**src/rtl/dsi_pkt_pkg.sv**
```systemverilog
package dsi_pkt_pkg;
  localparam int BYTE_W     = 8;
  localparam int HDR_BYTES  = 4;
  localparam int HDR_W      = HDR_BYTES * BYTE_W;
  localparam int HDR_DATA_W = HDR_W - BYTE_W;
  localparam int ECC_BITS   = 6;
  localparam int DT_W       = 6;
  localparam int VC_W       = 2;
  localparam int WORD_W     = 2 * BYTE_W;
  localparam int CRC_W      = 16;
  localparam int IDX_W      = $clog2(HDR_BYTES);

  localparam logic [HDR_DATA_W-1:0] ECC_MASK [ECC_BITS] = '{
    24'hF12CB7, 24'hF2555B, 24'h749A6D, 24'hB8E38E, 24'hDF03F0, 24'hEFFC00
  };

  localparam logic [CRC_W-1:0] CRC_POLY_REV = 16'h8408;
  localparam logic [CRC_W-1:0] CRC_SEED     = 16'hFFFF;

  typedef enum logic [1:0] {ST_IDLE, ST_HDR, ST_PAY, ST_CRC} pkt_state_e;

  // One byte of the reflected CRC, least significant bit first.
  function automatic logic [CRC_W-1:0] crc_step(input logic [CRC_W-1:0] c,
                                                input logic [BYTE_W-1:0] b);
    logic [CRC_W-1:0] r;
    r = c ^ {{(CRC_W-BYTE_W){1'b0}}, b};
    for (int i = 0; i < BYTE_W; i++) begin
      r = r[0] ? ((r >> 1) ^ CRC_POLY_REV) : (r >> 1);
    end
    return r;
  endfunction
endpackage

```
**src/rtl/dsi_ecc_gen.sv**
```systemverilog
module dsi_ecc_gen
  import dsi_pkt_pkg::*;
(
  input  logic [HDR_DATA_W-1:0] hdr_bits,
  output logic [BYTE_W-1:0]     ecc_byte
);
  generate
    for (genvar g = 0; g < ECC_BITS; g++) begin : g_par
      assign ecc_byte[g] = ^(hdr_bits & ECC_MASK[g]);
    end
    for (genvar g = ECC_BITS; g < BYTE_W; g++) begin : g_pad
      assign ecc_byte[g] = 1'b0;
    end
  endgenerate
endmodule

```
**src/rtl/dsi_crc_acc.sv**
```systemverilog
module dsi_crc_acc
  import dsi_pkt_pkg::*;
(
  input  logic              clk,
  input  logic              rst_n,
  input  logic              clr,
  input  logic              en,
  input  logic [BYTE_W-1:0] din,
  output logic [CRC_W-1:0]  crc
);
  logic [CRC_W-1:0] crc_q, crc_d;
  logic             crc_we;

  assign crc_we = clr | en;

  always_comb begin
    crc_d = crc_q;
    if (clr)     crc_d = CRC_SEED;
    else if (en) crc_d = crc_step(crc_q, din);
  end

  always_ff @(posedge clk or negedge rst_n) begin
    if (!rst_n)      crc_q <= CRC_SEED;
    else if (crc_we) crc_q <= crc_d;
  end

  assign crc = crc_q;
endmodule

```
**src/rtl/dsi_pkt_seq.sv**
```systemverilog
module dsi_pkt_seq
  import dsi_pkt_pkg::*;
(
  input  logic              clk,
  input  logic              rst_n,
  input  logic              run,
  input  logic              req_valid,
  output logic              req_ready,
  input  logic [HDR_W-1:0]  req_hdr,
  input  logic              req_long,
  input  logic              req_fill_en,
  input  logic [BYTE_W-1:0] req_fill,
  input  logic              pay_valid,
  output logic              pay_ready,
  input  logic [BYTE_W-1:0] pay_data,
  output logic              out_valid,
  input  logic              out_ready,
  output logic [BYTE_W-1:0] out_data,
  output logic              out_last,
  input  logic [CRC_W-1:0]  crc_val,
  output logic              crc_clr,
  output logic              crc_en
);
  pkt_state_e        state_q, state_d;
  logic [IDX_W-1:0]  idx_q, idx_d;
  logic [WORD_W-1:0] left_q, left_d;
  logic [HDR_W-1:0]  hdr_q;
  logic              long_q, fill_en_q;
  logic [BYTE_W-1:0] fill_q;
  logic              load;
  logic [WORD_W-1:0] hdr_count;

  assign hdr_count = hdr_q[BYTE_W +: WORD_W];
  assign req_ready = run && (state_q == ST_IDLE);
  assign load      = req_valid && req_ready;

  always_comb begin
    state_d   = state_q;
    idx_d     = idx_q;
    left_d    = left_q;
    out_valid = 1'b0;
    out_data  = '0;
    out_last  = 1'b0;
    pay_ready = 1'b0;
    crc_clr   = 1'b0;
    crc_en    = 1'b0;
    case (state_q)
      ST_IDLE: begin
        if (load) begin
          state_d = ST_HDR;
          idx_d   = '0;
          crc_clr = 1'b1;
        end
      end
      ST_HDR: begin
        out_valid = 1'b1;
        out_data  = hdr_q[{idx_q, 3'b000} +: BYTE_W];
        out_last  = !long_q && (idx_q == IDX_W'(HDR_BYTES - 1));
        if (out_ready) begin
          if (idx_q == IDX_W'(HDR_BYTES - 1)) begin
            idx_d = '0;
            if (!long_q)                 state_d = ST_IDLE;
            else if (hdr_count == '0)    state_d = ST_CRC;
            else begin
              state_d = ST_PAY;
              left_d  = hdr_count;
            end
          end else begin
            idx_d = idx_q + 1'b1;
          end
        end
      end
      ST_PAY: begin
        if (fill_en_q) begin
          out_valid = 1'b1;
          out_data  = fill_q;
        end else begin
          out_valid = pay_valid;
          out_data  = pay_data;
          pay_ready = out_ready;
        end
        if (out_valid && out_ready) begin
          crc_en = 1'b1;
          left_d = left_q - 1'b1;
          if (left_q == WORD_W'(1)) begin
            state_d = ST_CRC;
            idx_d   = '0;
          end
        end
      end
      ST_CRC: begin
        out_valid = 1'b1;
        out_data  = idx_q[0] ? crc_val[CRC_W-1:BYTE_W] : crc_val[BYTE_W-1:0];
        out_last  = idx_q[0];
        if (out_ready) begin
          if (idx_q[0]) begin
            state_d = ST_IDLE;
            idx_d   = '0;
          end else begin
            idx_d = idx_q + 1'b1;
          end
        end
      end
      default: state_d = ST_IDLE;
    endcase
  end

  always_ff @(posedge clk or negedge rst_n) begin
    if (!rst_n) begin
      state_q <= ST_IDLE;
      idx_q   <= '0;
      left_q  <= '0;
    end else begin
      state_q <= state_d;
      idx_q   <= idx_d;
      left_q  <= left_d;
    end
  end

  always_ff @(posedge clk or negedge rst_n) begin
    if (!rst_n) begin
      hdr_q     <= '0;
      long_q    <= 1'b0;
      fill_en_q <= 1'b0;
      fill_q    <= '0;
    end else if (load) begin
      hdr_q     <= req_hdr;
      long_q    <= req_long;
      fill_en_q <= req_fill_en;
      fill_q    <= req_fill;
    end
  end
endmodule

```
**src/rtl/dsi_pkt_gen.sv**
```systemverilog
module dsi_pkt_gen
  import dsi_pkt_pkg::*;
(
  input  logic              clk,
  input  logic              rst_n,
  input  logic              req_valid,
  output logic              req_ready,
  input  logic [DT_W-1:0]   req_dt,
  input  logic [VC_W-1:0]   req_vc,
  input  logic              req_long,
  input  logic              req_fill_en,
  input  logic [WORD_W-1:0] req_word,
  input  logic [BYTE_W-1:0] req_fill,
  input  logic              pay_valid,
  output logic              pay_ready,
  input  logic [BYTE_W-1:0] pay_data,
  output logic              out_valid,
  input  logic              out_ready,
  output logic [BYTE_W-1:0] out_data,
  output logic              out_last
);
  logic                  rs_meta, rs_sync;
  logic [HDR_DATA_W-1:0] hdr_bits;
  logic [BYTE_W-1:0]     ecc_byte;
  logic [CRC_W-1:0]      crc_val;
  logic                  crc_clr, crc_en;

  // Asynchronous assertion, synchronous release.
  always_ff @(posedge clk or negedge rst_n) begin
    if (!rst_n) begin
      rs_meta <= 1'b0;
      rs_sync <= 1'b0;
    end else begin
      rs_meta <= 1'b1;
      rs_sync <= rs_meta;
    end
  end

  assign hdr_bits = {req_word, req_vc, req_dt};

  dsi_ecc_gen u_ecc (
    .hdr_bits (hdr_bits),
    .ecc_byte (ecc_byte)
  );

  dsi_crc_acc u_crc (
    .clk   (clk),
    .rst_n (rs_sync),
    .clr   (crc_clr),
    .en    (crc_en),
    .din   (out_data),
    .crc   (crc_val)
  );

  dsi_pkt_seq u_seq (
    .clk         (clk),
    .rst_n       (rs_sync),
    .run         (rs_sync),
    .req_valid   (req_valid),
    .req_ready   (req_ready),
    .req_hdr     ({ecc_byte, hdr_bits}),
    .req_long    (req_long),
    .req_fill_en (req_fill_en),
    .req_fill    (req_fill),
    .pay_valid   (pay_valid),
    .pay_ready   (pay_ready),
    .pay_data    (pay_data),
    .out_valid   (out_valid),
    .out_ready   (out_ready),
    .out_data    (out_data),
    .out_last    (out_last),
    .crc_val     (crc_val),
    .crc_clr     (crc_clr),
    .crc_en      (crc_en)
  );
endmodule

```
**config.mk**
```make
export PLATFORM = sky130hd
export DESIGN_NAME = dsi_pkt_gen
export DESIGN_NICKNAME = d
export VERILOG_FILES = /design/src/rtl/dsi_pkt_pkg.sv /design/src/rtl/dsi_ecc_gen.sv /design/src/rtl/dsi_crc_acc.sv /design/src/rtl/dsi_pkt_seq.sv /design/src/rtl/dsi_pkt_gen.sv
export SDC_FILE = /design/constraint.sdc
export NUM_CORES = 1
export LEC_CHECK = 0
export ABC_AREA = 0
export BUFFER_PORTS_ARGS = -buffer_cell sky130_fd_sc_hd__buf_2
export CORE_ASPECT_RATIO = 0.75
export CORE_MARGIN = 1.5
export CORE_UTILIZATION = 48
export CTS_CLUSTER_SIZE = 8
export DETAILED_ROUTE_END_ITERATION = 12
export GPL_ROUTABILITY_DRIVEN = 0
export MAX_ROUTING_LAYER = met4
export PLACE_DENSITY = 0.7
export SLEW_MARGIN = 5
export SYNTH_ARGS = -nofsm -noshare
export SYNTH_HDL_FRONTEND = slang
export SYNTH_SLANG_ARGS = --single-unit
```
**constraint.sdc**
```tcl
create_clock -name clk -period 2.8 [get_ports clk]
set_clock_uncertainty 0.05 [all_clocks]
set_input_delay 0.42 -clock clk [delete_from_list [all_inputs] [get_ports clk]]
set_output_delay 0.42 -clock clk [all_outputs]
set_load 0.03 [all_outputs]
```
==> summary.md <==
| Metric | Value |
|---|---|
| Status | finished clean |
| Initial antenna violation count | 0 |
| P&R area growth vs syn | 14.99% |
| Synth Register Bits | 78 |
| CTS tree | built |
| Top_reg_cell synth | dfrtp_1 |
| Sw Ratio | 41.11% |
| Worst hold margin | 157.3 ps |
| Seq/Total Area, Yosys | 39.84% |
| Synth top area cells | dfrtp_1 31%, nand2_1 9.8%, dfstp_2 8.5%, xnor2_1 8.1%, mux2i_1 4.4% |
| Psw | 3179 uW |
| Clock sink count | 78 |
| Root Driver | clkbuf_16 |
| Setup repair after global routing missed its margin | no |
| Power per standard cell area | 1358 nW/um^2 |
| IO Count | 59 |
| # setup viols final | 0 |
| Post-Syn Nets | 596 |
| Initial Util | 50.24% |
| Die height | 90.95 microns |
| Top cell type's share of synthesized area | 31.34% |
| P_int | 4553 uW |
| Tot GR Track Use | 25.56% |
| Synthesized area | 4950 sq um |
| Netlist cell types | 58 |
| Final min period | 2674 ps |
| Crit Path Class | flop to primary output |
| Vias in the first global route | 4072 |
| Worst setup EP type | primary output |
| Detailed placer's ending HPWL | 9.394 mm |
| # H-tree levels | 3 |
| Post-synth EDFFs | 0 |
| Peak supply drop | 659.0 uV |
| Die area | 10940 sq um |
| N_diodes | 0 |
| Nets | 651 |
| Leakage | 0.002590 uW |
| Area after DPL | 5361 sq um |
| Yosys warning total | 0 |
| Clock Latency Late Sink | 340 ps |
| Largest net degree at the start of global routing | 60 |
| Slew headroom | 48.95% |
| PortBufs | 58 |
| Fmax | 0.3739 GHz |
| Most Used Layer, Global Route | met1 |
| Synthesized area per cell | 9.082 sq um |
| Maxcap violations | 0 |
| Met1 usage | 37.19% |
| CP startpoint kind | flop |
| First-pass GRT wire length | 21.20 mm |
| Cell with the most instances after synthesis | nand2_1 |
| FILL cells | 892 |
| Tot Pwr | 7732 uW |
| Fraction of registers with async set/reset | 100.0% |
| Clock share of power | 16.3% |
| Setup ws final | 125.8 ps |
| FP Rows | 31 |
| Num CTS Buffers | 9 |
| List of most frequent post-synthesis cells | 129 x nand2_1, 62 x dfrtp_1, 46 x xnor2_1, 36 x a21oi_1, 28 x o21ai_0 |
| Post-Route WL | 12.89 mm |
| CTS clk-pin slew, worst paths | 60 ps |
| Setup TNS Final | 0 ps |
| DRT Pass-1 Iters | 5 |
| Worst slack at placement | 220.3 ps |
| M2 GR Usage | 35.81% |
| Avg WL per Cell | 17.48 microns |
| Final Cycle Share | 95.51% |
| Core ar. | 9852 sq um |
| Final hold viol count | 0 |
| CTS Buffer Depth | 2 |
| Comb pwr share | 53.1% |
| Pins Over Slew Limit | 0 |
| Routed Antenna Nets | 0 |
| Post-synth top area cell | dfrtp_1 |
| Vias per cell | 5.647 |
| DRC | 0 |
| Slew @ Worst Pin | 765.8 ps |
| CP Data Arrival Time | 2200 ps |
| Design area | 5692 sq um |
| Hold crit path type | flop to asynchronous set/reset pin |
| Vias | 4162 |
| Initial DRC Count | 315 |
| Mapped Cells | 545 |
| CP Data Required Time | 2330 ps |
| GRT overflow | 0 |
| GR Util met3 | 5.025% |
| Die W | 120.3 microns |
| Flop pwr share | 30.6% |
| Fraction of layout cells with a size suffix above 1 | 20.99% |
| CP max FO | 10 |
[flip-flops by register name (all words and copies together) (netlist names), named ones only]
register	count
rs_meta	1
u_seq.fill_en_q	1
u_seq.state_q	1
rs_sync	1
u_seq.fill_q	8
u_seq.long_q	1
u_seq.idx_q	2
u_seq.hdr_q	30
u_crc.crc	16
u_seq.left_q	16
[repair_timing]
item	in CTS	in global routing
gates resized for setup	1	1
hold buffers	1	0
buffers inserted	0	0
endpoints found under the setup margin	1	1
hold endpoints to repair	2	0
[layout make-up]
| class | instances | area, sq um | share of cell area, % |
|---|---|---|---|
| inverter | 10 | 37.54 | 0.6595 |
| tap | 132 | 165.2 | 2.902 |
| clock inverter | 5 | 85.08 | 1.495 |
| sequential | 78 | 1976 | 34.71 |
| timing repair buffer | 77 | 435.4 | 7.650 |
| multi-input combinational | 424 | 2760 | 48.49 |
| clock buffer | 11 | 232.7 | 4.089 |
[through the flow]
step	utilization, %	std cells
floorplan	-	545
global placement	54.42	720
detailed placement	54.42	720
CTS	57.76	737
global route	57.77	737
finish	57.77	737
[logic make-up after synthesis]
kind of cell	count (synthesis)	share of synthesized area (%)
muxes	29	6.345
xor gates and xnor gates	75	16.43
other	1	0.07576
adders and majority gates	4	1.011
and+or+nand+nor	213	18.86
DFF	78	39.84
buffers and inverters	43	4.398
AOI/OAI and AO/OA	102	13.04
[power by group through the flow]
| stage | clock network [uW] | registers, uW | logic [uW] |
|---|---|---|---|
| after floorplan | 0 | 2020 | 3420 |
| after global placement | 0 | 2350 | 4000 |
| after detailed placement | 0 | 2360 | 4080 |
| after CTS | 1280 | 2350 | 4110 |
| after global routing | 1320 | 2430 | 4500 |
| final | 1260 | 2370 | 4100 |
[worst max-delay path: stages, from the launching register on]
cell     delay [ps]
dfrtp_2         520
mux2_2          380
mux4_2          510
a21oi_4         240
inv_1            50
buf_2           170
[per-layer routing]
layer	vias to the layer above	part of all wire (%)
li1	1969	-
met1	2006	48
met2	166	43
met3	21	7.2
met4	0	1.6
met5	-	0
[path summary, 6_finish.rpt]
check / cells after the start / slack (ps) / to / startpoint
worst min-delay path: 0 / 160 / u_seq.hdr_q[0] / rs_sync
min in group clk: 3 / 220 / u_seq.fill_q[1] / req_fill[1]
worst min register to register: 0 / 160 / u_seq.hdr_q[0] / rs_sync
worst max register to register: 7 / 340 / u_crc.crc[9] / u_seq.idx_q[1]
max in group asynchronous: 1 / 1390 / u_seq.idx_q[0] / rs_sync
worst max-delay path: 5 / 130 / out_data[4] / u_seq.idx_q[1]
[cell usage in the layout, fill, tap and decap left out, types with 3 or more instances in the layout]
| cell type | synthesis | layout |
|---|---|---|
| a21oi_1 | 36 | 36 |
| a22oi_1 | 3 | 3 |
| and2_1 | 3 | 3 |
| buf_2 | 5 | 58 |
| buf_4 | 3 | 18 |
| clkbuf_16 | 0 | 9 |
| dfrtp_1 | 62 | 59 |
| dfrtp_2 | 0 | 3 |
| dfstp_2 | 16 | 16 |
| ha_1 | 4 | 4 |
| inv_1 | 10 | 10 |
| mux2_2 | 5 | 5 |
| mux2i_1 | 22 | 22 |
| nand2_1 | 129 | 129 |
| nand2b_1 | 7 | 7 |
| nand3_1 | 5 | 5 |
| nand4_1 | 4 | 4 |
| nor2_1 | 26 | 26 |
| nor3_1 | 19 | 19 |
| nor4_1 | 5 | 5 |
| o21ai_0 | 28 | 28 |
| o22ai_1 | 12 | 12 |
| o32ai_1 | 3 | 3 |
| or3_1 | 4 | 4 |
| xnor2_1 | 46 | 46 |
| xnor3_1 | 7 | 7 |
| xor2_1 | 17 | 17 |
| xor3_1 | 3 | 3 |
Note: power is estimated with default switching activity, not from simulation.
